### src/rtl/phy_irq_pkg.sv
package phy_irq_pkg;
  localparam int REG_W = 16;

  typedef enum logic [1:0] {
    SYM_DATA = 2'd0,
    SYM_IDLE = 2'd1,
    SYM_SSD  = 2'd2,
    SYM_ESD  = 2'd3
  } sym_e;

  localparam int BIT_UNSTABLE = 15;
  localparam int BIT_LINK     = 14;
  localparam int BIT_LOCK     = 13;
  localparam int BIT_PEND     = 12;
  localparam int MISC_LSB     = 4;
  localparam int MISC_N       = 8;

  localparam logic [REG_W-1:0] IMPL_BITS = 16'hFFF0;
  localparam logic [REG_W-1:0] LOCK_BITS = 16'hF000;
  localparam logic [REG_W-1:0] MASK_RST  = 16'h8000;
endpackage

### src/rtl/phy_irq_levelchg.sv
module phy_irq_levelchg #(
  parameter int W = 2
) (
  input  logic         clk_i,
  input  logic         rst_i,
  input  logic [W-1:0] lvl_i,
  output logic [W-1:0] chg_o
);
  logic [W-1:0] prev_q;

  always_ff @(posedge clk_i) begin
    if (rst_i) prev_q <= '0;
    else       prev_q <= lvl_i;
  end

  assign chg_o = rst_i ? '0 : (lvl_i ^ prev_q);
endmodule

### src/rtl/phy_irq_pend_det.sv
module phy_irq_pend_det
  import phy_irq_pkg::*;
#(
  parameter int IDLE_RUN = 2
) (
  input  logic       clk_i,
  input  logic       rst_i,
  input  logic       sym_valid_i,
  input  logic [1:0] sym_code_i,
  output logic       pend_o
);
  localparam int CW = $clog2(IDLE_RUN + 1);
  localparam logic [CW-1:0] LAST = CW'(IDLE_RUN - 1);

  logic          armed_q;
  logic [CW-1:0] cnt_q;
  logic          pend_q;

  always_ff @(posedge clk_i) begin
    if (rst_i) begin
      armed_q <= 1'b0;
      cnt_q   <= '0;
      pend_q  <= 1'b0;
    end else begin
      pend_q <= 1'b0;
      if (sym_valid_i) begin
        case (sym_e'(sym_code_i))
          SYM_SSD: begin
            armed_q <= 1'b1;
            cnt_q   <= '0;
          end
          SYM_ESD: begin
            armed_q <= 1'b0;
            cnt_q   <= '0;
          end
          SYM_IDLE: begin
            if (armed_q) begin
              if (cnt_q == LAST) begin
                pend_q  <= 1'b1;
                armed_q <= 1'b0;
                cnt_q   <= '0;
              end else begin
                cnt_q <= cnt_q + 1'b1;
              end
            end
          end
          default: cnt_q <= '0;
        endcase
      end
    end
  end

  assign pend_o = pend_q;


  pend_single_chk: assert property (@(posedge clk_i) disable iff (rst_i)
    pend_q |=> !pend_q);
endmodule

### src/rtl/phy_irq_regs.sv
module phy_irq_regs
  import phy_irq_pkg::*;
#(
  parameter int ADDR_W = 5,
  parameter logic [ADDR_W-1:0] MASK_ADDR = 5'h10,
  parameter logic [ADDR_W-1:0] STAT_ADDR = 5'h11
) (
  input  logic              clk_i,
  input  logic              rst_i,
  input  logic              compat_i,
  input  logic [REG_W-1:0]  evt_i,
  input  logic [ADDR_W-1:0] addr_i,
  input  logic              wr_i,
  input  logic              rd_i,
  input  logic [REG_W-1:0]  wdata_i,
  output logic [REG_W-1:0]  rdata_o,
  output logic              irq_n_o
);
  logic [REG_W-1:0] mask_q, mask_d, stat_q, stat_d;
  logic [REG_W-1:0] lock_m, mask_view, eff_mask, evt_m, rdata_q;
  logic             irq_n_q;
  logic             mask_wr, stat_rd;

  assign mask_wr   = wr_i && (addr_i == MASK_ADDR);
  assign stat_rd   = rd_i && (addr_i == STAT_ADDR);
  assign lock_m    = compat_i ? LOCK_BITS : '0;
  assign mask_view = mask_q & IMPL_BITS & ~lock_m;
  assign evt_m     = evt_i & IMPL_BITS;

  always_comb begin
    mask_d = mask_q;
    if (mask_wr)
      mask_d = (wdata_i & IMPL_BITS & ~lock_m) | (mask_q & lock_m);
  end

  assign stat_d   = (stat_rd ? '0 : stat_q) | evt_m;
  assign eff_mask = mask_d & IMPL_BITS & ~lock_m;

  always_ff @(posedge clk_i) begin
    if (rst_i) begin
      mask_q  <= MASK_RST;
      stat_q  <= '0;
      irq_n_q <= 1'b1;
      rdata_q <= '0;
    end else begin
      mask_q  <= mask_d;
      stat_q  <= stat_d;
      irq_n_q <= ~|(stat_d & eff_mask);
      if (rd_i) begin
        if (addr_i == MASK_ADDR)      rdata_q <= mask_view;
        else if (addr_i == STAT_ADDR) rdata_q <= stat_q;
        else                          rdata_q <= '0;
      end
    end
  end

  assign rdata_o = rdata_q;
  assign irq_n_o = irq_n_q;


  lock_hold_chk: assert property (@(posedge clk_i) disable iff (rst_i)
    $past(!rst_i && compat_i && mask_wr) |-> (mask_q[15:12] == $past(mask_q[15:12])));

  sticky_chk: assert property (@(posedge clk_i) disable iff (rst_i)
    $past(!rst_i && !stat_rd) |-> ((stat_q & $past(stat_q)) == $past(stat_q)));

  no_loss_chk: assert property (@(posedge clk_i) disable iff (rst_i)
    $past(!rst_i) |-> ((stat_q & $past(evt_m)) == $past(evt_m)));

  irq_idle_chk: assert property (@(posedge clk_i) disable iff (rst_i)
    (stat_q == '0) |-> irq_n_o);

  resv_zero_chk: assert property (@(posedge clk_i) disable iff (rst_i)
    rdata_o[3:0] == 4'h0);
endmodule

### src/rtl/phy_irq_unit.sv
module phy_irq_unit
  import phy_irq_pkg::*;
#(
  parameter int ADDR_W   = 5,
  parameter int IDLE_RUN = 2
) (
  input  logic              clk_i,
  input  logic              rst_i,
  input  logic              compat_i,
  input  logic              link_up_i,
  input  logic              lock_i,
  input  logic              unstable_i,
  input  logic [7:0]        misc_evt_i,
  input  logic              sym_valid_i,
  input  logic [1:0]        sym_code_i,
  input  logic [ADDR_W-1:0] mgmt_addr_i,
  input  logic              mgmt_wr_i,
  input  logic              mgmt_rd_i,
  input  logic [15:0]       mgmt_wdata_i,
  output logic [15:0]       mgmt_rdata_o,
  output logic              irq_n_o
);
  logic [1:0]       chg;
  logic             pend;
  logic [REG_W-1:0] evt;

  phy_irq_levelchg #(.W(2)) u_chg (
    .clk_i (clk_i),
    .rst_i (rst_i),
    .lvl_i ({link_up_i, lock_i}),
    .chg_o (chg)
  );

  phy_irq_pend_det #(.IDLE_RUN(IDLE_RUN)) u_pend (
    .clk_i       (clk_i),
    .rst_i       (rst_i),
    .sym_valid_i (sym_valid_i),
    .sym_code_i  (sym_code_i),
    .pend_o      (pend)
  );

  always_comb begin
    evt = '0;
    evt[BIT_UNSTABLE] = unstable_i;
    evt[BIT_LINK]     = chg[1];
    evt[BIT_LOCK]     = chg[0];
    evt[BIT_PEND]     = pend;
    evt[MISC_LSB +: MISC_N] = misc_evt_i;
  end

  phy_irq_regs #(
    .ADDR_W    (ADDR_W),
    .MASK_ADDR (ADDR_W'(5'h10)),
    .STAT_ADDR (ADDR_W'(5'h11))
  ) u_regs (
    .clk_i   (clk_i),
    .rst_i   (rst_i),
    .compat_i(compat_i),
    .evt_i   (evt),
    .addr_i  (mgmt_addr_i),
    .wr_i    (mgmt_wr_i),
    .rd_i    (mgmt_rd_i),
    .wdata_i (mgmt_wdata_i),
    .rdata_o (mgmt_rdata_o),
    .irq_n_o (irq_n_o)
  );
endmodule

### config.mk
export PLATFORM = sky130hd
export DESIGN_NAME = phy_irq_unit
export DESIGN_NICKNAME = d
export VERILOG_FILES = /design/src/rtl/phy_irq_pkg.sv /design/src/rtl/phy_irq_levelchg.sv /design/src/rtl/phy_irq_pend_det.sv /design/src/rtl/phy_irq_regs.sv /design/src/rtl/phy_irq_unit.sv
export SDC_FILE = /design/constraint.sdc
export NUM_CORES = 1
export LEC_CHECK = 0
export BUFFER_PORTS_ARGS = -buffer_cell sky130_fd_sc_hd__buf_2
export CELL_PAD_IN_SITES_DETAIL_PLACEMENT = 0
export CELL_PAD_IN_SITES_GLOBAL_PLACEMENT = 1
export CORE_MARGIN = 5
export CORE_UTILIZATION = 30
export CTS_CLUSTER_DIAMETER = 30
export DETAILED_ROUTE_END_ITERATION = 7
export PLACE_DENSITY = 0.72
export SYNTH_ARGS = -nofsm -noshare
export SYNTH_HDL_FRONTEND = slang
export SYNTH_SLANG_ARGS = --single-unit
### constraint.sdc
create_clock -name clk_i -period 2.4 [get_ports clk_i]
set_input_delay 0.36 -clock clk_i [delete_from_list [all_inputs] [get_ports clk_i]]
set_output_delay 0.36 -clock clk_i [all_outputs]
set_load 0.02 [all_outputs]
==> metrics.cfg, run 1 <==
[synthesis]
synthesis.area_um2=1780
yosys-top-cells-area=dfxtp_1 (48%), a222oi_1 (6.7%), a21oi_1 (5.6%)
netlist-cell-type-count=36
synth.top_cell.area_share_pct=48.3
synth_compound_area_share_pct=24.3
avgSynthCellArea_um2=9.43
synth_top_family_by_area=compound AO/OA/AOI/OAI gates
synth_top_area_cell=dfxtp_1
synthSimpleGateAreaFrac_pct=17.5
synth.mux.area_fraction_pct=3.09
syn_inst=189
synthAdderAreaFrac_pct=0
synth_seq_cells=43
synth-xor-area-share_pct=0.983
ys_seq_area_share_pct=48.3
yosysWarningCount=0

[floorplan]
die_area_um2=7580
initial_utilization_pct=30.5
core_um2=5850
io_pins=57
row_count=28
dieWidth_um=87.1
die_h_um=87.1

[place]
place_congestion=0.756
io_buffers=48
dpl.hpwl_mm=3.43

[final_layout]
n_antenna_cell=0
fin_nets=280
syn_to_final_growth_pct=23.0
drive_gt1_share_pct=29.5
fillCellCount=606

[cts]
cts_buffers=5
clock-root-buffer=clkbuf_8
clkTransAtPathRegs_ns=0.09
cts_tree=yes
clock_sinks=43
clk_latency_ns=0.30
clock_path_buffers=2
post_cts_resize_count=0
h-tree-depth=2
post_cts_buffers=0
hold_buffers=0

[sta]
hold_violations=0
clock_skew_ns=0.00942
worst_pin_slew_ns=0.585
post-route-min-period_ns=1.92
setup_tns_ns=0
grt_setup_unrepaired=no
finalSetupViolCount=0
fin_crit_sh_pct=79.9
max-slew-margin-rel_pct=60.9
fmax_ghz=0.522
slew_violations=0

[worst_hold_path]
hp-class=in2reg
min_to=u_regs.stat_q[6]
worstHoldStart=misc_evt_i[2]
whs_path_depth=3

[grt]
grt_max_degree=25
antenna_found_initial=0
overflow=0
grt_pass1_vias=1543
grt_usage_pct=12.8
grt_pass1_wl_mm=7.52

[worst_setup_path]
cp-end-kind=flip-flop
crit_type=in2reg
r2r_start=u_chg.prev_q[0]
rrSetupSlack_ns=1.12
cp.arrival_ns=2.16
worst_r2r_endpoint=u_regs.irq_n_o
crit_fanout=17
cp.required_ns=2.65
ff2ff_path_depth=5
start_kind=input port

[routing]
vias_per_cell=4.99
detail_route.first_pass.iterations=4
avgRoutedWirePerCell_um=14.6
routed_wl_mm=4.60
antenna_left=0
dr.first_iter.drc_count=138
drcViolationCount=0
vias=1578

[power_and_ir_drop]
peakVddDrop_mv=0.230
leakagePower_uw=0.000931
power_uw=1350
powerDensity_nw_per_um2=614

[run]
cap_violations=0

[run_status]
status=complete, no violations

cells in the mapped netlist (all sizes together):
cell,n
nand3,9
nand2b,5
nor3,1
or3b,1
nor4,1
nand3b,1
clkbuf,6
mux2,1
buf,7
a2111oi,1
mux2i,4
a31oi,1
inv,7
a22oi,7
a311oi,1
or4b,1
xor2,2
o41ai,1
a21oi,20
nor3b,2
a222oi,12
nor2b,7
conb,1
nor2,23
o22a,2
a41o,1
nand2,4
nor4b,1
dfxtp,43
a21o,1
o21ai,15
through the flow:
step | hold slack [ns] | std cells | util, % | setup slack (ns) | area (um2)
global route | 0.273 | 316 | 37.5 | 0.316 | 2190
floorplan | 0.427 | 192 | - | 0.483 | 1790
global placement | 0.442 | 308 | 35.9 | 0.188 | 2100
CTS | 0.274 | 316 | 37.5 | 0.480 | 2190
finish | 0.280 | 316 | 37.5 | 0.483 | 2190
detailed placement | 0.447 | 308 | 35.9 | 0.167 | 2100
flip-flops by register name (all words and copies together) (netlist names):
signal / cells
u_pend.pend_o: 1
u_pend.cnt_q: 2
u_regs.rdata_o: 12
u_chg.prev_q: 2
u_regs.stat_q: 12
u_regs.irq_n_o: 1
u_pend.armed_q: 1
u_regs.mask_q: 12
cell families (layout without fill, tap and decap cells):
family | after synthesis | after routing
AND/OR/NAND/NOR | 56 | 56
other | 1 | 4
XOR/XNOR | 2 | 2
flip-flops | 43 | 43
AO/OA/AOI/OAI | 62 | 62
multiplexers | 5 | 5
buffers and inverters | 20 | 69
cells in the final DEF, fill, tap and decap left out, drive strengths merged, types with 2 or more instances in the layout:
master   n
nand2b   5
buf     54
dfxtp   43
mux2i    4
nand3    9
o21ai   15
conb     4
a222oi  12
nor2b    7
a22oi    7
xor2     2
clkbuf   5
o22a     2
a21oi   20
nor2    23
nand2    4
inv      7
clkinv   2
nor3b    2
how the worst max path moves through the flow:
stage	from	endpoint	slack, ns	depth (start not counted)
final	mgmt_addr_i[1]	u_regs.irq_n_o	0.48	7
after floorplan	mgmt_addr_i[1]	u_regs.irq_n_o	0.48	7
after detailed placement	mgmt_addr_i[1]	u_regs.irq_n_o	0.17	7
after global placement	mgmt_addr_i[1]	u_regs.irq_n_o	0.19	7
after CTS	mgmt_addr_i[1]	u_regs.irq_n_o	0.48	7
after global routing	mgmt_addr_i[1]	u_regs.irq_n_o	0.32	7
critical path, cell delays in order:
cell and delay, ns:
buf_2 0.12, or4b_1 0.51, buf_4 0.21, o21ai_0 0.24, a22oi_1 0.14, o41ai_2 0.38, a41o_1 0.20
final cells by class:
class	count	area [um2]	area share, %
clock buffers	5	68.8	3.14
well taps	75	93.8	4.28
repair buffers	54	285	13.0
inverters	7	26.3	1.20
flip-flops and latches	43	861	39.3
clock inverters	3	25.0	1.14
multi-input cells	129	832	38.0
layer usage:
layer / global-route usage [%] / part of all wire (%) / up-vias
li1: - / - / 792
met1: 16.7 / 47 / 733
met2: 20.0 / 45 / 49
met3: 3.31 / 6.7 / 4
met4: 5.10 / 1.1 / 0
met5: 0 / 0 / -
where the power goes:
part           leakage [uW]  total [uW]  internal [uW]  switching [uW]
Combinational      0.000536         127           51.5            75.2
Sequential         0.000351         744            733            10.8
Clock             0.0000443         476            208             267
No activity file was read; power rests on OpenSTA's default activity.
==> inputs of run 2 (changes only) <==
==> constraint.sdc (replaced) <==
create_clock -name clk_i -period 2 [get_ports clk_i]
set_input_delay 0.3 -clock clk_i [delete_from_list [all_inputs] [get_ports clk_i]]
set_output_delay 0.3 -clock clk_i [all_outputs]
set_load 0.02 [all_outputs]
==> run 2 against run 1 <==
  * Sequential power is 20% higher
  * Non-clock buffer count rose by 20
  * Final area increased by 7.7%
  * Clock skew fell by 0.0052 ns
  * Register-to-register slack worse by 0.44 ns
  * Critical path depth did not move
  * Cell count is 6.3% higher
  * Sequential share of layout area shrank 2.8 points
  * Largest cell class unchanged
  * Largest power group unchanged
==> metrics.cfg, run 2 (synthesis results as in run 1) <==
[run_status]
status=complete, no violations

[floorplan]
die_area_um2=7580  ; unchanged
io_pins=57  ; unchanged
initial_utilization_pct=30.5  ; unchanged
die_h_um=87.1  ; unchanged
dieWidth_um=87.1  ; unchanged
core_um2=5850  ; unchanged
row_count=28  ; unchanged

[sta]
slew_violations=0  ; unchanged
hold_violations=0  ; unchanged
fin_crit_sh_pct=95.1
grt_setup_unrepaired=no
post-route-min-period_ns=1.90
fmax_ghz=0.526
holdWs_ns=0.232  ; -0.0482 ns
finalSetupViolCount=0  ; unchanged
setup_slack_ns=0.0972  ; -0.386 ns
clock_skew_ns=0.00423  ; -0.00519 ns

[place]
io_buffers=48  ; unchanged
pre_cts_slack_ns=-0.185  ; -0.352 ns
dpl.hpwl_mm=3.59  ; +4.8%
place_congestion=0.765  ; +1.2%

[power_and_ir_drop]
powerDensity_nw_per_um2=732  ; +19%
power_uw=1730  ; +28%
peakVddDrop_mv=0.413  ; +79%
leakagePower_uw=0.00104  ; +11%

[cts]
cts_buffers=5  ; unchanged
clock_sinks=43  ; unchanged
h-tree-depth=2  ; unchanged
clk_latency_ns=0.29  ; about the same
hold_buffers=0  ; unchanged
clkTransAtPathRegs_ns=0.08  ; about the same
post_cts_buffers=0  ; unchanged
clock_path_buffers=2  ; unchanged
clock-root-buffer=clkbuf_8
post_cts_resize_count=0  ; unchanged
cts_tree=yes

[routing]
m1WireLength_mm=2.02  ; -6.0%
drcViolationCount=0  ; unchanged
vias=1631  ; +3.4%
wl_met2_mm=2.25  ; +7.6%
avgRoutedWirePerCell_um=13.8  ; -5.1%
antenna_left=0  ; unchanged
vias_per_cell=4.85  ; -2.8%
detail_route.first_pass.iterations=5  ; +1
routed_wl_mm=4.64  ; +0.89%
dr.max_layer_used=met4
dr_wl_met3_um=326  ; +6.2%
dr.first_iter.drc_count=99  ; -28%

[grt]
grt_max_degree=28  ; +12%
grt_usage_pct=12.9  ; +0.081 points
antenna_found_initial=0  ; unchanged
overflow=0  ; unchanged
grt_pass1_wl_mm=7.59  ; +0.92%
grt_pass1_vias=1630  ; +5.6%

[final_layout]
fillCellCount=620  ; +2.3%
layout_commonest_cell=buf_2
syn_to_final_growth_pct=32.5
n_antenna_cell=0  ; unchanged
layout_common_cells=buf_2 (48), dfxtp_1 (43), buf_4 (26)
drive_gt1_share_pct=34.9  ; +5.4 points
fin_nets=300  ; +7.1%

[worst_setup_path]
crit_type=in2reg
cp.arrival_ns=2.14  ; -0.02 ns
start_kind=input port
rrSetupSlack_ns=0.68  ; -0.44 ns
critical_path.startpoint=mgmt_addr_i[1]
r2r_start=u_chg.prev_q[0]
cp.required_ns=2.23  ; -0.42 ns
crit_fanout=16  ; -1
cp-end-kind=flip-flop
ff2ff_path_depth=5  ; unchanged

[worst_hold_path]
whs_path_depth=3  ; unchanged
worstHoldStart=misc_evt_i[2]
hp-class=in2reg

[run]
cap_violations=0  ; unchanged

run 2: through the flow:
step           util [%]  TNS, ns  cells  cell area, um2
4_1_cts            40.4        0    336            2360
2_1_floorplan         -        0    192            1790
6_report           40.4        0    336            2360
3_5_place_dp       38.4   -0.185    328            2250
5_1_grt            40.4        0    336            2360
3_3_place_gp       38.4   -0.135    328            2250
run 2: layout make-up:
cell class / instances / area [um2] / area share, %
sequential: 43 / 861 / 36.5
multi-input combinational: 129 / 832 / 35.2
timing repair buffer: 74 / 435 / 18.4
tap: 75 / 93.8 / 3.97
clock buffer: 5 / 68.8 / 2.91
clock inverter: 3 / 43.8 / 1.85
inverter: 7 / 26.3 / 1.11
run 2: power by group:
part / total (uW) / switching, uW / internal (uW)
Sequential: 892 / 12.7 / 880
Clock: 664 / 292 / 372
Combinational: 172 / 93.8 / 78.3
Total: 1730 / 399 / 1330
run 2: worst paths after layout:
path,endpoint
worst max-delay path,u_regs.irq_n_o
worst min-delay path,u_regs.stat_q[6]
worst max register to register,u_regs.irq_n_o
worst min register to register,u_regs.stat_q[12]
run 2: per-layer routing:
layer / vias to the layer above / track usage, %
met1: 746 / 16.1
li1: 832 / -
met5: - / 0
met3: 4 / 3.22
met4: 0 / 3.82
met2: 49 / 21.7
run 2: worst max-delay path: stages:
cell     delay [ns]
buf_2          0.10
or4b_1         0.51
buf_4          0.21
o21ai_0        0.24
a22oi_1        0.14
o41ai_2        0.41
a41o_1         0.21
